### src/rtl/cfgscan_pkg.sv
package cfgscan_pkg;
  localparam int CFG_BITS_DFLT = 96;
  localparam int RSV_BITS_DFLT = 16;
  localparam logic [15:0] RSV_VALUE_DFLT = 16'hA5C3;
  localparam int PLL_BIT_DFLT = 57;

  typedef enum logic [1:0] {
    HOLD_KEEP    = 2'd0,
    HOLD_CLEAR   = 2'd1,
    HOLD_RESTORE = 2'd2,
    HOLD_UPDATE  = 2'd3
  } hold_op_e;
endpackage

### src/rtl/cfgscan_rst_sync.sv
module cfgscan_rst_sync (
  input  logic clk,
  input  logic rst_n,
  output logic rst_n_sync
);
  logic meta_q;
  logic sync_q;

  always_ff @(posedge clk or negedge rst_n) begin
    if (!rst_n) begin
      meta_q <= 1'b0;
      sync_q <= 1'b0;
    end else begin
      meta_q <= 1'b1;
      sync_q <= meta_q;
    end
  end

  assign rst_n_sync = sync_q;
endmodule

### src/rtl/cfgscan_shift.sv
module cfgscan_shift #(
  parameter int CFG_BITS = 96,
  parameter int RSV_BITS = 16,
  parameter logic [RSV_BITS-1:0] RSV_VALUE = '0
) (
  input  logic                clk,
  input  logic                rst_n,
  input  logic                cap_en,
  input  logic                shf_en,
  input  logic                tdi,
  input  logic [CFG_BITS-1:0] hold_in,
  output logic [CFG_BITS-1:0] cfg_part,
  output logic                out_bit
);
  localparam int PATH_BITS = CFG_BITS + RSV_BITS;

  logic [PATH_BITS-1:0] path_q;
  logic [PATH_BITS-1:0] path_d;
  logic [PATH_BITS-1:0] load_v;

  assign load_v = {RSV_VALUE, hold_in};

  for (genvar g = 0; g < PATH_BITS; g++) begin : g_stage
    logic feed;
    if (g == PATH_BITS - 1) begin : g_head
      assign feed = tdi;
    end else begin : g_body
      assign feed = path_q[g+1];
    end
    assign path_d[g] = cap_en ? load_v[g] : (shf_en ? feed : path_q[g]);
  end

  always_ff @(posedge clk or negedge rst_n) begin
    if (!rst_n) path_q <= '0;
    else        path_q <= path_d;
  end

  assign cfg_part = path_q[CFG_BITS-1:0];
  assign out_bit  = path_q[0];

  assert_frozen_R6: assert property (@(posedge clk) disable iff (!rst_n)
    (!cap_en && !shf_en) |=> $stable(path_q));
  assert_rsv_capture_R5: assert property (@(posedge clk) disable iff (!rst_n)
    cap_en |=> (path_q[PATH_BITS-1:CFG_BITS] == RSV_VALUE));
  assert_shift_entry_R2: assert property (@(posedge clk) disable iff (!rst_n)
    (shf_en && !cap_en) |=> (path_q[PATH_BITS-1] == $past(tdi)));
endmodule

### src/rtl/cfgscan_hold.sv
module cfgscan_hold
  import cfgscan_pkg::*;
#(
  parameter int CFG_BITS = 96
) (
  input  logic                clk,
  input  logic                rst_n,
  input  logic                tlr,
  input  logic                restore_load,
  input  logic [CFG_BITS-1:0] restore_word,
  input  logic                upd_en,
  input  logic [CFG_BITS-1:0] shift_word,
  output logic [CFG_BITS-1:0] hold_q
);
  hold_op_e            op;
  logic [CFG_BITS-1:0] hold_d;

  always_comb begin
    if (tlr)               op = HOLD_CLEAR;
    else if (restore_load) op = HOLD_RESTORE;
    else if (upd_en)       op = HOLD_UPDATE;
    else                   op = HOLD_KEEP;
  end

  always_comb begin
    unique case (op)
      HOLD_CLEAR:   hold_d = '0;
      HOLD_RESTORE: hold_d = restore_word;
      HOLD_UPDATE:  hold_d = shift_word;
      default:      hold_d = hold_q;
    endcase
  end

  always_ff @(posedge clk or negedge rst_n) begin
    if (!rst_n) hold_q <= '0;
    else        hold_q <= hold_d;
  end

  assert_tlr_clear_R8: assert property (@(posedge clk) disable iff (!rst_n)
    tlr |=> (hold_q == '0));
  assert_restore_wins_R9: assert property (@(posedge clk) disable iff (!rst_n)
    (restore_load && !tlr) |=> (hold_q == $past(restore_word)));
endmodule

### src/rtl/cfgscan_path.sv
module cfgscan_path
  import cfgscan_pkg::*;
#(
  parameter int CFG_BITS = CFG_BITS_DFLT,
  parameter int RSV_BITS = RSV_BITS_DFLT,
  parameter logic [RSV_BITS-1:0] RSV_VALUE = RSV_VALUE_DFLT,
  parameter int PLL_BIT = PLL_BIT_DFLT
) (
  input  logic                clk,
  input  logic                rst_n,
  input  logic                tlr,
  input  logic                sel_write,
  input  logic                sel_read,
  input  logic                capture_dr,
  input  logic                shift_dr,
  input  logic                update_dr,
  input  logic                tdi,
  input  logic                restore_load,
  input  logic [CFG_BITS-1:0] restore_word,
  output logic                tdo,
  output logic                tdo_en,
  output logic [CFG_BITS-1:0] cfg_word,
  output logic                pll_disable
);
  logic                rst_n_sync;
  logic                path_sel;
  logic                cap_en;
  logic                shf_en;
  logic                upd_en;
  logic [CFG_BITS-1:0] cfg_part;
  logic                out_bit;

  assign path_sel = sel_write | sel_read;
  assign cap_en   = capture_dr & path_sel;
  assign shf_en   = shift_dr & path_sel;
  assign upd_en   = update_dr & sel_write;

  cfgscan_rst_sync u_rst (
    .clk        (clk),
    .rst_n      (rst_n),
    .rst_n_sync (rst_n_sync)
  );

  cfgscan_shift #(
    .CFG_BITS  (CFG_BITS),
    .RSV_BITS  (RSV_BITS),
    .RSV_VALUE (RSV_VALUE)
  ) u_shift (
    .clk      (clk),
    .rst_n    (rst_n_sync),
    .cap_en   (cap_en),
    .shf_en   (shf_en),
    .tdi      (tdi),
    .hold_in  (cfg_word),
    .cfg_part (cfg_part),
    .out_bit  (out_bit)
  );

  cfgscan_hold #(
    .CFG_BITS (CFG_BITS)
  ) u_hold (
    .clk          (clk),
    .rst_n        (rst_n_sync),
    .tlr          (tlr),
    .restore_load (restore_load),
    .restore_word (restore_word),
    .upd_en       (upd_en),
    .shift_word   (cfg_part),
    .hold_q       (cfg_word)
  );

  assign tdo_en      = shf_en;
  assign tdo         = shf_en & out_bit;
  assign pll_disable = cfg_word[PLL_BIT];

  assert_update_copy_R2: assert property (@(posedge clk) disable iff (!rst_n_sync)
    (upd_en && !restore_load && !tlr) |=> (cfg_word == $past(cfg_part)));
  assert_no_stray_update_R3: assert property (@(posedge clk) disable iff (!rst_n_sync)
    (!sel_write && !restore_load && !tlr) |=> $stable(cfg_word));
  assert_first_bit_R4: assert property (@(posedge clk) disable iff (!rst_n_sync)
    cap_en |=> (out_bit == $past(cfg_word[0])));
endmodule

### config.mk
export PLATFORM = sky130hd
export DESIGN_NAME = cfgscan_path
export DESIGN_NICKNAME = d
export VERILOG_FILES = /design/src/rtl/cfgscan_pkg.sv /design/src/rtl/cfgscan_rst_sync.sv /design/src/rtl/cfgscan_shift.sv /design/src/rtl/cfgscan_hold.sv /design/src/rtl/cfgscan_path.sv
export SDC_FILE = /design/constraint.sdc
export NUM_CORES = 1
export LEC_CHECK = 0
export BUFFER_PORTS_ARGS = -buffer_cell sky130_fd_sc_hd__buf_2
export CAP_MARGIN = 20
export CORE_ASPECT_RATIO = 1.1
export CORE_MARGIN = 4
export CORE_UTILIZATION = 35
export DETAILED_ROUTE_END_ITERATION = 6
export SLEW_MARGIN = 10
export SYNTH_ARGS = -nofsm -noshare
export SYNTH_HDL_FRONTEND = slang
export SYNTH_SLANG_ARGS = --single-unit
### constraint.sdc
create_clock -name clk -period 7.3 [get_ports clk]
set_clock_uncertainty 0.05 [all_clocks]
set_input_delay 1.46 -clock clk [delete_from_list [all_inputs] [get_ports clk]]
set_output_delay 1.46 -clock clk [all_outputs]
set_load 0.1 [all_outputs]
==> run summary, run 1 <==
Outcome -> finished, violations left
Failing checks -> design-rule violations
Post-Syn Nets -> 946
Wl on met1 -> 10700 um
Mapped cell area -> 8900 um2
Yosys Warn Count -> 0
Final worst slack -> 2.97 ns
Crit path max fanout -> 24
Peak Freq -> 0.231 GHz
Chip width -> 160 um
Vias in the first global route -> 7606
FF-to-FF End -> u_hold.hold_q[52]$_DFFE_PN0P_
Clk slew on worst S/H paths -> 0.06 ns
Post-Place Worst Slack -> 2.96 ns
Async SR Flop Fraction -> 1.00
CP Data Required Time -> 5.79 ns
Clock Sinks -> 210
Reg2reg path depth -> 1
Max VDD drop -> 0.167 mV
Final #Nets -> 1104
Mean post-synth cell area -> 10.6 um2
Critical path class -> input port to output port
Vias -> 7502
R2R setup slack -> 5.28 ns
P&R area growth vs syn -> 22.2%
Crit path to -> tdo
Largest net degree at the start of global routing -> 97
Boundary pin count -> 205
CTS tree -> built
CTS hold repair buffers -> 0
Worst EP arrival -> 2.82 ns
Mapped Cells -> 840
First-pass GRT wire length -> 41200 um
Nature of the critical path startpoint -> input port
Site Rows -> 60
Routed wl met2 -> 12000 um
Ys flop type -> dfrtp_1
Max Cap Viol -> 0
Post-CTS setup buffer count -> 0
Multi-input logic area -> 2920 um2
Via-per-instance ratio -> 5.66
# fillers -> 2364
Overall power -> 0.00310 W
Post-route minimum period -> 4.33 ns
Placer Congestion -> 0.737
DR DRC count -> 10
Worst r2r src -> u_rst.rst_n_sync$_DFF_PN0_
Initial drt markers -> 913
DP HPWL -> 14500 um
Final hold vios -> 0
First-pass detailed-route iteration total -> 7
Clock Latency Late Sink -> 0.50 ns
Final WL -> 25200 um
Initial antenna violation count -> 2
H-tree depth -> 1
Setup crit end kind -> output port
Highest routed layer -> met5
Relative slew slack -> 0.272
RSZ-0062 raised after global routing -> false
PostCTS Resize Cnt -> 0
Placeable Area -> 24800 um2
Drt wl/cell -> 19.0 um
Worst-Margin Slew -> 1.09 ns
Sequential fraction of the synthesis area -> 0.591
Setup violators final -> 0
Clk buf depth -> 3
Antenna viol nets, final -> 0
Grt ovf -> 0
Fin Hold WS -> 0.306 ns
WL met3 -> 2090 um
PortBufs -> 204
Number of flops mapped to enable cells by yosys -> 0
Setup TNS -> 0 ns
Worst min path class -> flop to flop
PD cells -> 285 nW/um2
Sequential cell area -> 5260 um2
Layout cells sized above 1 -> 0.256
Tot GR Track Use -> 0.174
Lkg Pwr -> 5.58 nW
Unique masters post-synth -> 28
Starting density of the core -> 0.359
Die area -> 28000 um2
Post-layout util -> 0.439
#FFs+latches synth -> 210
Total CTS buffers -> 23
Fin crit share -> 0.594
Launch point of the worst path -> shift_dr
Slew Limit Fails -> 0
Die Y -> 175 um
Root buffer cell -> clkbuf_16
[layout make-up]
cell class | instances | area share
tap | 310 | 0.0357
multi-input combinational | 446 | 0.269
clock inverter | 7 | 0.0101
timing repair buffer | 215 | 0.104
inverter | 102 | 0.0352
antenna | 2 | 0.000460
sequential | 210 | 0.484
clock buffer | 33 | 0.0619
[synthesized netlist by cell type, drive strengths merged, types with 4 or more instances]
cell / number / area share
o21ai: 106 / 0.060
clkbuf: 37 / 0.016
buf: 45 / 0.027
o22a: 7 / 0.0069
inv: 102 / 0.043
nand2: 104 / 0.044
dfrtp: 210 / 0.59
nor2: 10 / 0.0042
o22ai: 4 / 0.0035
a222oi: 96 / 0.11
a22oi: 95 / 0.080
a21oi: 4 / 0.0023
a31oi: 6 / 0.0042
[metal layers]
| metal | global-route usage | vias to the layer above |
|---|---|---|
| met4 | 0.0369 | 4 |
| met1 | 0.231 | 3722 |
| met5 | 0 | - |
| li1 | - | 3438 |
| met3 | 0.0427 | 30 |
| met2 | 0.292 | 308 |
[worst max-delay path, stage by stage]
cell and delay [ns]:
buf_2 0.34, o21ai_0 0.27, inv_1 0.19, and2_1 0.14, buf_2 0.42
[where the power goes]
group          total (W)  switching [W]  internal [W]
sequential       0.00135      0.0000881       0.00126
combinational   0.000543       0.000419      0.000124
clock            0.00121       0.000469      0.000743
total            0.00310       0.000976       0.00213
[logic make-up after synthesis]
kind of cell | count (synthesis) | synth area share
buf+inv | 184 | 0.0854
other cells | 1 | 0.000422
simple gates | 125 | 0.0564
flops | 210 | 0.591
compound gates | 320 | 0.267
[through the flow]
stage	cells	cell area (um2)
floorplan	840	8900
global placement	1281	10000
detailed placement	1281	10000
CTS	1321	10800
global route	1323	10900
finish	1325	10900
[cell usage in the layout (no fill, tap or decap), types with 2 or more instances in the layout]
cell type	Yosys	layout
clkbuf_16	0	23
buf_12	0	2
nand2_1	104	104
a22oi_1	95	95
diode_2	0	2
clkbuf_1	37	4
o22a_1	7	7
a31oi_1	6	6
clkinv_2	0	4
o21ai_1	98	98
o22ai_1	3	3
a21oi_1	4	4
bufinv_16	0	3
a222oi_1	96	96
o21ai_0	8	8
nor2_1	10	9
buf_2	37	203
buf_4	2	10
clkbuf_8	0	6
dfrtp_1	210	209
nor2b_4	0	2
inv_1	102	102
nor3_1	3	3
[how the worst min path moves through the flow]
stage,startpoint,end,slack [ns],depth (start not counted)
3_5_place_dp,u_rst.meta_q$_DFF_PN0_,u_rst.rst_n_sync$_DFF_PN0_,0.29,0
3_3_place_gp,u_rst.meta_q$_DFF_PN0_,u_rst.rst_n_sync$_DFF_PN0_,0.29,0
2_1_floorplan,u_rst.meta_q$_DFF_PN0_,u_rst.rst_n_sync$_DFF_PN0_,0.28,0
5_1_grt,u_rst.meta_q$_DFF_PN0_,u_rst.rst_n_sync$_DFF_PN0_,0.32,0
6_report,u_rst.meta_q$_DFF_PN0_,u_rst.rst_n_sync$_DFF_PN0_,0.31,0
4_1_cts,u_rst.meta_q$_DFF_PN0_,u_rst.rst_n_sync$_DFF_PN0_,0.31,0
[registers in the layout, indices dropped and copies added (netlist names)]
register and flops:
u_rst.meta_q 1, u_shift.path_q 112, u_hold.hold_q 96, u_rst.rst_n_sync 1
Power figures use the tool's default switching activity.
==> run 2: changes to the inputs <==
Clock period 7.3 ns to 3.6 ns, I/O delays scaled along.
==> run 2 against run 1 <==
The run still ends with design-rule violations left. Clock-buffer cell count stayed put. Worst setup slack worse by 2.3 ns. Final cell count about the same. Die area stayed put. Critical path depth stayed put. Power increased by 100%. Non-clock buffer count up 2. Largest power group unchanged.
==> run summary, run 2 (same netlist as run 1, synthesis figures left out) <==
Die Y -> 175 um (unchanged)
Worst EP arrival -> 2.12 ns (was 2.82 ns)
Max VDD drop -> 0.343 mV (was 0.167 mV)
Via-per-instance ratio -> 5.71 (was 5.66)
Biggest regs -> u_shift.path_q x112, u_hold.hold_q x96 (unchanged)
Vias in the first global route -> 7635 (was 7606)
Clock Sinks -> 210 (unchanged)
Root buffer cell -> clkbuf_16 (unchanged)
Multi-input logic area -> 2920 um2 (unchanged)
PostCTS Resize Cnt -> 0 (unchanged)
Initial drt markers -> 958 (was 913)
Final #Nets -> 1106 (was 1104)
Slew Limit Fails -> 0 (unchanged)
Routed wl met2 -> 12200 um (was 12000 um)
Largest stage delay, worst path -> 0.42 ns (about the same)
Final hold vios -> 0 (unchanged)
Placer Congestion -> 0.760 (was 0.737)
Layout cells sized above 1 -> 0.257 (was 0.256)
Wl on met1 -> 10600 um (was 10700 um)
Grt ovf -> 0 (unchanged)
Boundary pin count -> 205 (unchanged)
Worst path most repeated cell -> buf_2 (unchanged)
Fin Hold WS -> 0.171 ns (was 0.306 ns)
Highest routed layer -> met5 (unchanged)
Chip width -> 160 um (unchanged)
Clock Latency Late Sink -> 0.50 ns (about the same)
Worst-Margin Slew -> 0.899 ns (was 1.09 ns)
Max Cap Viol -> 0 (unchanged)
Site Rows -> 60 (unchanged)
PortBufs -> 204 (unchanged)
Total CTS buffers -> 23 (unchanged)
Setup violators final -> 0 (unchanged)
Initial antenna violation count -> 1 (was 2)
Placeable Area -> 24800 um2 (unchanged)
Most frequent cells in the layout -> dfrtp_1, buf_2, nand2_1 (unchanged)
Critical path class -> input port to output port (unchanged)
Clk slew on worst S/H paths -> 0.05 ns (was 0.06 ns)
Post-route minimum period -> 2.89 ns
Reg2reg path depth -> 1 (unchanged)
Clk buf depth -> 3 (unchanged)
First-pass GRT wire length -> 41200 um (about the same)
P&R area growth vs syn -> 23.0% (was 22.2%)
Starting density of the core -> 0.359 (unchanged)
PD cells -> 569 nW/um2 (was 285 nW/um2)
ANT cells -> 0 (was 2)
Largest net degree at the start of global routing -> 102 (was 97)
DP HPWL -> 15000 um (was 14500 um)
Setup crit end kind -> output port (unchanged)
H-tree depth -> 1 (unchanged)
Crit path cell chain -> buf_2, o21ai_0, inv_1, and2_1, buf_2 (unchanged)
Post-CTS setup buffer count -> 0 (unchanged)
Peak Freq -> 0.346 GHz
First-pass detailed-route iteration total -> 7 (unchanged)
Crit path max fanout -> 24 (unchanged)
WL met3 -> 1990 um (was 2090 um)
Sequential cell area -> 5260 um2 (unchanged)
Lkg Pwr -> 5.60 nW (was 5.58 nW)
Setup TNS -> 0 ns (unchanged)
Drt wl/cell -> 18.9 um (was 19.0 um)
Antenna viol nets, final -> 0 (unchanged)
Relative slew slack -> 0.400 (was 0.272)
Crit path max-delay family -> buffers and inverters (unchanged)
Largest Register -> u_shift.path_q (unchanged)
Vias -> 7567 (was 7502)
Outcome -> finished, violations left (unchanged)
RSZ-0062 raised after global routing -> false (unchanged)
CP max stage cell -> buf_2 (unchanged)
Crit path depth -> 5 (unchanged)
DR DRC count -> 3 (was 10)
Max reg flops -> 112 (unchanged)
Failing checks -> design-rule violations (unchanged)
CP Buf/Inv Count -> 3 (unchanged)
Worst min path class -> flop to asynchronous set/reset pin (was flop to flop)
CP Data Required Time -> 2.83 ns (was 5.79 ns)
Nature of the critical path startpoint -> input port (unchanged)
# fillers -> 2352 (was 2364)
Fin crit share -> 0.804
Die area -> 28000 um2 (unchanged)
CTS tree -> built (unchanged)
Tot GR Track Use -> 0.174 (about the same)
Most common cell after layout, fill and taps aside -> dfrtp_1 (unchanged)
Final WL -> 25100 um (was 25200 um)
## run 2: changes by cell type in the layout (fill, tap and decap cells not counted), sizes merged
cell / previous run / this run
bufinv: 3 / 2
clkinvlp: 0 / 1
buf: 215 / 216
inv: 102 / 103
diode: 2 / 0
dlygate4sd3: 0 / 1
## run 2: cell type report
class	instances	area share
clock buffers	33	0.0615
clock inverters	8	0.00880
inverters	102	0.0350
multi-input cells	446	0.267
flip-flops and latches	210	0.480
well taps	310	0.0354
repair buffers	217	0.112
## run 2: per-layer routing
metal  vias to the layer above  track usage
li1                       3439            -
met1                      3818        0.225
met2                       278        0.300
met3                        30       0.0408
met4                         2       0.0362
met5                         -            0
## run 2: per-stage QoR
| stage | setup WS, ns | instances | utilization | total power, W | instance area, um2 |
|---|---|---|---|---|---|
| after floorplan | 0.0932 | 840 | - | 0.00360 | 8900 |
| after global placement | 0.742 | 1284 | 0.410 | 0.00389 | 10200 |
| after detailed placement | 0.719 | 1284 | 0.410 | 0.00390 | 10200 |
| after CTS | 0.720 | 1326 | 0.442 | 0.00632 | 10900 |
| after global routing | 0.602 | 1326 | 0.442 | 0.00652 | 10900 |
| final | 0.707 | 1326 | 0.442 | 0.00623 | 10900 |
## run 2: final timing paths
check	start	endpoint	slack (ns)
worst max-delay path	shift_dr	tdo	0.71
max in group asynchronous	u_rst.rst_n_sync$_DFF_PN0_	u_hold.hold_q[58]$_DFFE_PN0P_	2.47
worst min-delay path	u_rst.rst_n_sync$_DFF_PN0_	u_hold.hold_q[17]$_DFFE_PN0P_	0.17
min in group clk	u_rst.meta_q$_DFF_PN0_	u_rst.rst_n_sync$_DFF_PN0_	0.30
worst min register to register	u_rst.rst_n_sync$_DFF_PN0_	u_hold.hold_q[17]$_DFFE_PN0P_	0.17
worst max register to register	u_rst.rst_n_sync$_DFF_PN0_	u_hold.hold_q[58]$_DFFE_PN0P_	2.47
## run 2: repair_timing
action                     CTS  global route
setup endpoints to repair    0             0
hold endpoints to repair     2             0
hold buffers                 1             0
## run 2: power breakdown
part | leakage, nW | internal [W] | switching (W)
clock | 0.380 | 0.00144 | 0.000937
sequential | 2.77 | 0.00256 | 0.000169
combinational | 2.45 | 0.000263 | 0.000864
total | 5.60 | 0.00426 | 0.00197
